File: src/rtl/sem_pkg.sv
package sem_pkg;

    typedef enum logic [1:0] {
        OWN_NONE  = 2'd0,
        OWN_LEFT  = 2'd1,
        OWN_RIGHT = 2'd2
    } owner_e;

    typedef struct packed {
        owner_e owner;
        logic   wait_l;
        logic   wait_r;
    } sem_cell_t;

    typedef enum logic [1:0] {
        OP_IDLE = 2'd0,
        OP_READ = 2'd1,
        OP_TAKE = 2'd2,
        OP_GIVE = 2'd3
    } port_op_e;

    typedef struct packed {
        logic rdata;
    } rd_state_t;

endpackage

File: src/rtl/sem_port_dec.sv
module sem_port_dec
    import sem_pkg::*;
#(
    parameter int N_SEM = 8,
    parameter int IDX_W = 3
) (
    input  logic             sel,
    input  logic             wr,
    input  logic             wdata,
    input  logic [IDX_W-1:0] idx,
    output logic [N_SEM-1:0] take_vec,
    output logic [N_SEM-1:0] give_vec,
    output logic             rd_en
);

    port_op_e op;

    always_comb begin
        op = OP_IDLE;
        if (sel) begin
            if (!wr) begin
                op = OP_READ;
            end else if (wdata) begin
                op = OP_GIVE;
            end else begin
                op = OP_TAKE;
            end
        end
    end

    always_comb begin
        take_vec = '0;
        give_vec = '0;
        for (int k = 0; k < N_SEM; k++) begin
            if (idx == IDX_W'(k)) begin
                take_vec[k] = (op == OP_TAKE);
                give_vec[k] = (op == OP_GIVE);
            end
        end
        rd_en = (op == OP_READ);
    end

endmodule

File: src/rtl/sem_cell.sv
module sem_cell
    import sem_pkg::*;
(
    input  logic clk,
    input  logic rst_n,
    input  logic take_l,
    input  logic give_l,
    input  logic take_r,
    input  logic give_r,
    output logic held_l,
    output logic held_r,
    output logic wait_l,
    output logic wait_r
);

    sem_cell_t st_d, st_q;

    always_comb begin
        st_d = st_q;

        // releases are judged against the start-of-cycle owner
        if (give_l && st_q.owner == OWN_LEFT) begin
            if (st_q.wait_r) begin
                st_d.owner  = OWN_RIGHT;
                st_d.wait_r = 1'b0;
            end else begin
                st_d.owner = OWN_NONE;
            end
        end
        if (give_r && st_q.owner == OWN_RIGHT) begin
            if (st_q.wait_l) begin
                st_d.owner  = OWN_LEFT;
                st_d.wait_l = 1'b0;
            end else begin
                st_d.owner = OWN_NONE;
            end
        end

        // requests see the post-release owner; left is applied first
        if (take_l) begin
            case (st_d.owner)
                OWN_NONE:  st_d.owner  = OWN_LEFT;
                OWN_RIGHT: st_d.wait_l = 1'b1;
                default:   ;
            endcase
        end
        if (take_r) begin
            case (st_d.owner)
                OWN_NONE:  st_d.owner  = OWN_RIGHT;
                OWN_LEFT:  st_d.wait_r = 1'b1;
                default:   ;
            endcase
        end
    end

    always_ff @(posedge clk or negedge rst_n) begin
        if (!rst_n) begin
            st_q <= '{owner: OWN_NONE, wait_l: 1'b0, wait_r: 1'b0};
        end else begin
            st_q <= st_d;
        end
    end

    assign held_l = (st_q.owner == OWN_LEFT);
    assign held_r = (st_q.owner == OWN_RIGHT);
    assign wait_l = st_q.wait_l;
    assign wait_r = st_q.wait_r;

endmodule

File: src/rtl/sem_rd_port.sv
module sem_rd_port
    import sem_pkg::*;
#(
    parameter int N_SEM = 8,
    parameter int IDX_W = 3
) (
    input  logic             clk,
    input  logic             rst_n,
    input  logic             rd_en,
    input  logic [IDX_W-1:0] idx,
    input  logic [N_SEM-1:0] held,
    output logic             rdata
);

    rd_state_t rd_d, rd_q;
    logic      mine;

    always_comb begin
        mine = 1'b0;
        for (int k = 0; k < N_SEM; k++) begin
            if (idx == IDX_W'(k)) begin
                mine = held[k];
            end
        end
    end

    always_comb begin
        rd_d = rd_q;
        if (rd_en) begin
            rd_d.rdata = ~mine;
        end
    end

    always_ff @(posedge clk or negedge rst_n) begin
        if (!rst_n) begin
            rd_q <= '{rdata: 1'b1};
        end else begin
            rd_q <= rd_d;
        end
    end

    assign rdata = rd_q.rdata;

endmodule

File: src/rtl/sem_bank.sv
module sem_bank
    import sem_pkg::*;
#(
    parameter int N_SEM = 8,
    localparam int IDX_W = (N_SEM > 1) ? $clog2(N_SEM) : 1
) (
    input  logic             clk,
    input  logic             rst_n,
    input  logic             l_sel,
    input  logic             l_wr,
    input  logic [IDX_W-1:0] l_idx,
    input  logic             l_wdata,
    output logic             l_rdata,
    input  logic             r_sel,
    input  logic             r_wr,
    input  logic [IDX_W-1:0] r_idx,
    input  logic             r_wdata,
    output logic             r_rdata
);

    logic [N_SEM-1:0] take_l_w, give_l_w, take_r_w, give_r_w;
    logic [N_SEM-1:0] held_l_w, held_r_w, wait_l_w, wait_r_w;
    logic             rd_l_w, rd_r_w;

    sem_port_dec #(.N_SEM(N_SEM), .IDX_W(IDX_W)) u_dec_l (
        .sel      (l_sel),
        .wr       (l_wr),
        .wdata    (l_wdata),
        .idx      (l_idx),
        .take_vec (take_l_w),
        .give_vec (give_l_w),
        .rd_en    (rd_l_w)
    );

    sem_port_dec #(.N_SEM(N_SEM), .IDX_W(IDX_W)) u_dec_r (
        .sel      (r_sel),
        .wr       (r_wr),
        .wdata    (r_wdata),
        .idx      (r_idx),
        .take_vec (take_r_w),
        .give_vec (give_r_w),
        .rd_en    (rd_r_w)
    );

    for (genvar g = 0; g < N_SEM; g++) begin : g_cell
        sem_cell u_cell (
            .clk    (clk),
            .rst_n  (rst_n),
            .take_l (take_l_w[g]),
            .give_l (give_l_w[g]),
            .take_r (take_r_w[g]),
            .give_r (give_r_w[g]),
            .held_l (held_l_w[g]),
            .held_r (held_r_w[g]),
            .wait_l (wait_l_w[g]),
            .wait_r (wait_r_w[g])
        );
    end

    sem_rd_port #(.N_SEM(N_SEM), .IDX_W(IDX_W)) u_rd_l (
        .clk   (clk),
        .rst_n (rst_n),
        .rd_en (rd_l_w),
        .idx   (l_idx),
        .held  (held_l_w),
        .rdata (l_rdata)
    );

    sem_rd_port #(.N_SEM(N_SEM), .IDX_W(IDX_W)) u_rd_r (
        .clk   (clk),
        .rst_n (rst_n),
        .rd_en (rd_r_w),
        .idx   (r_idx),
        .held  (held_r_w),
        .rdata (r_rdata)
    );

endmodule

File: config.mk
export PLATFORM = sky130hd
export DESIGN_NAME = sem_bank
export DESIGN_NICKNAME = d
export VERILOG_FILES = /design/src/rtl/sem_pkg.sv /design/src/rtl/sem_port_dec.sv /design/src/rtl/sem_cell.sv /design/src/rtl/sem_rd_port.sv /design/src/rtl/sem_bank.sv
export SDC_FILE = /design/constraint.sdc
export NUM_CORES = 1
export LEC_CHECK = 0
export BUFFER_PORTS_ARGS = -buffer_cell sky130_fd_sc_hd__buf_2
export CELL_PAD_IN_SITES_DETAIL_PLACEMENT = 0
export CELL_PAD_IN_SITES_GLOBAL_PLACEMENT = 2
export CORE_MARGIN = 2
export CORE_UTILIZATION = 40
export CTS_CLUSTER_SIZE = 40
export DETAILED_ROUTE_END_ITERATION = 8
export GPL_TIMING_DRIVEN = 0
export PLACE_DENSITY_LB_ADDON = 0.1
export RECOVER_POWER = 25
export SETUP_SLACK_MARGIN = 0.05
export SYNTH_ARGS = -nofsm -noshare
export SYNTH_HDL_FRONTEND = slang
export SYNTH_SLANG_ARGS = --single-unit
export TNS_END_PERCENT = 50
File: constraint.sdc
create_clock -name clk -period 3.7 [get_ports clk]
set_input_delay 0.74 -clock clk [delete_from_list [all_inputs] [get_ports clk]]
set_output_delay 0.74 -clock clk [all_outputs]
set_load 0.05 [all_outputs]
==> impl_results.md <==
- Clock transition at the registers of the reported paths: 0.07 ns
- Fin cells: 323
- Die Area: 5990 um2
- Slowest stage cell on the critical path: clkbuf_1
- Worst setup SP type: primary input
- Hold Path Class: register to register
- Syn_nets: 247
- Share of cells above drive strength 1: 0.166
- CTS Buffer Depth: 2
- Crit path DAT: 2.10 ns
- Final Hold Viols: 0
- Max Cap Viol: 1
- Required time of the critical path: 3.73 ns
- Worst Hold Path Cells: 1
- Syn Std Cell Area: 2150 um2
- Cts hold-fix bufs: 0
- Die width: 77.4 um
- Clock period minus worst slack: 2.08 ns
- Antenna violations before repair: 0
- Clock Latency Late Sink: 0.30 ns
- Top_reg_cell synth: dfrtp_1
- Post-Route WL: 5.78 mm
- Leak: 0.945 nW
- Critical path cell sequence: clkbuf_1
- Sequential area share after synthesis: 0.396
- Final Wtd Congestion: 0.828
- Htree depth: 2
- Fin. max-slew vios: 35
- FILL cells: 549
- Vias in the first global route: 1825
- RSZ-0062 raised after global routing: no
- Setup CP Type: primary input to asynchronous set/reset pin
- DP HPWL: 4.23 mm
- Cell count along the critical path: 1
- CTS tree: done
- Slew margin rel.: -0.279
- First DRT Iteration DRCs: 81
- GR Util All Layers: 0.204
- Synthesized instance count: 233
- I/O pin count: 16
- Clk_skew: 0.00797 ns
- Largest net degree at the start of global routing: 35
- Total grt overflow: 0
- Pwr/cell area: 491 nW/um2
- Post-place setup slack: 1.44 ns
- Slowest cell delay on critical path: 1.35 ns
- EDFF count, synth: 0
- Rows: 26
- Buf+Inv Stages, Crit Path: 1
- ANT cells: 0
- Cell count after placement: 315
- Avg Inst Size Synth: 9.25 um2
- Sinks on Clock Net: 34
- Die H: 77.4 um
- Via Count: 1931
- Ys Warns: 0
- Fraction of registers with async set/reset: 1.00
- Initial core utilization: 0.419
- Worst r2r path cells: 4
- WL/cell: 17.9 um
- Total Nets Final: 266
- # setup viols final: 0
- Postcts setup bufs: 0
- Core box area: 5140 um2
- Status: complete, but fails checks
- FF+latch count, synth: 34
- Setup TNS: 0 ns
- Period utilisation layout: 0.561
- CP max FO: 34
- Worst hold slack: 0.497 ns
- Cell variety after synth: 61
- Setup ws final: 1.62 ns
- Worst slew pin tran: 1.92 ns
- First drt pass iteration count: 4
- CTS-repair resized insts: 0
- Area Growth Syn to Fin: 10.5%
- Failing checks: capacitance limit, slew limit
- First-pass GRT wire length: 9.45 mm
- IO Port Bufs: 12
- Via/cell ratio: 5.98
- Setup crit end kind: asynchronous set/reset pin
- CTS Buf Count: 5
- DRC: 0
- Clock Tree Root: clkbuf_8
- DRT antenna net count: 0
- VDD IR max: 0.238 mV
- Max frequency: 482 MHz
- Crit-path leading delay family: buffers and inverters
## cell usage after synthesis (3+ instances only)
cell type	n	area (um2)
a21oi_1	9	45.0
a22oi_1	3	22.5
a31o_2	6	52.6
a31oi_1	4	25.0
a32o_1	7	70.1
a41o_1	3	30.0
a41oi_1	3	26.3
and4b_1	3	30.0
buf_2	7	35.0
dfrtp_1	32	801
inv_1	15	56.3
nand2_1	13	48.8
nand2b_1	7	43.8
nand3_1	6	30.0
nand4_1	6	37.5
nand4b_1	5	43.8
nand4bb_1	3	33.8
nor2_1	21	78.8
nor2b_1	5	31.3
nor3_1	3	15.0
nor3b_1	3	22.5
nor4_1	3	18.8
nor4bb_1	3	30.0
o21ai_0	11	55.1
o21bai_1	3	22.5
o31ai_1	4	30.0
## through the flow
step	power, mW	util	area, um2
floorplan	0.798	-	2150
global placement	0.898	0.448	2300
detailed placement	0.897	0.448	2300
CTS	1.17	0.463	2380
global route	1.24	0.463	2380
finish	1.17	0.463	2380
## layout by cell type, fill, tap and decap left out, types with 7 or more instances in the layout
cell,n
inv_1,15
o21ai_0,11
nand2_1,13
a21oi_1,9
dfrtp_1,32
nor2_1,21
a32o_1,7
buf_2,18
nand2b_1,7
## routing by layer
metal	wire length, um	up-vias	track usage
li1	-	944	-
met1	2820	955	0.275
met2	2730	25	0.333
met3	170	7	0.0430
met4	59	0	0.0571
met5	0	-	0
## worst register-to-register path: stages (launching register included)
cell and delay, ns:
dfrtp_1 0.41, or3b_1 0.43, nor4_1 0.33, nor2_1 0.10
a31o_2 0.24
## worst paths after layout
check / slack, ns / start / endpoint
min in group asynchronous: 0.97 / rst_n / g_cell[1].u_cell.st_q[3]$_DFF_PN0_
hold / removal: 0.50 / g_cell[4].u_cell.wait_l$_DFF_PN0_ / g_cell[4].u_cell.wait_l$_DFF_PN0_
hold reg to reg: 0.50 / g_cell[4].u_cell.wait_l$_DFF_PN0_ / g_cell[4].u_cell.wait_l$_DFF_PN0_
setup / recovery: 1.62 / rst_n / g_cell[7].u_cell.st_q[2]$_DFF_PN0_
setup reg to reg: 2.09 / g_cell[4].u_cell.st_q[2]$_DFF_PN0_ / g_cell[4].u_cell.st_q[3]$_DFF_PN0_
max in group clk: 1.74 / r_idx[0] / g_cell[4].u_cell.st_q[3]$_DFF_PN0_
## area by class of cell
| cell class | instances | area (um2) | area share |
|---|---|---|---|
| multi-input combinational | 174 | 1180 | 0.497 |
| buffer | 10 | 62.6 | 0.0263 |
| inverter | 15 | 56.3 | 0.0236 |
| clock buffer | 8 | 80.1 | 0.0336 |
| timing repair buffer | 12 | 58.8 | 0.0247 |
| tap | 70 | 87.6 | 0.0368 |
| sequential | 34 | 853 | 0.358 |
## registers in the layout (all words and copies together) (netlist names)
signal and count:
g_cell.u_cell.st_q 16, u_rd_r.rdata 1, g_cell.u_cell.wait_l 8, u_rd_l.rdata 1, g_cell.u_cell.wait_r 8
## where the power goes
group	switching, mW	internal [mW]	leakage (nW)	total [mW]
logic	0.180	0.149	0.481	0.329
clock network	0.144	0.134	0.0395	0.278
registers	0.0928	0.470	0.424	0.563
## logic make-up after synthesis
| family | after synthesis | share of synthesized area |
|---|---|---|
| AND/OR/NAND/NOR | 101 | 0.292 |
| buffers and inverters | 25 | 0.0552 |
| AO/OA/AOI/OAI | 73 | 0.257 |
| flip-flops | 34 | 0.396 |
Note: power is estimated with default switching activity, not from simulation.
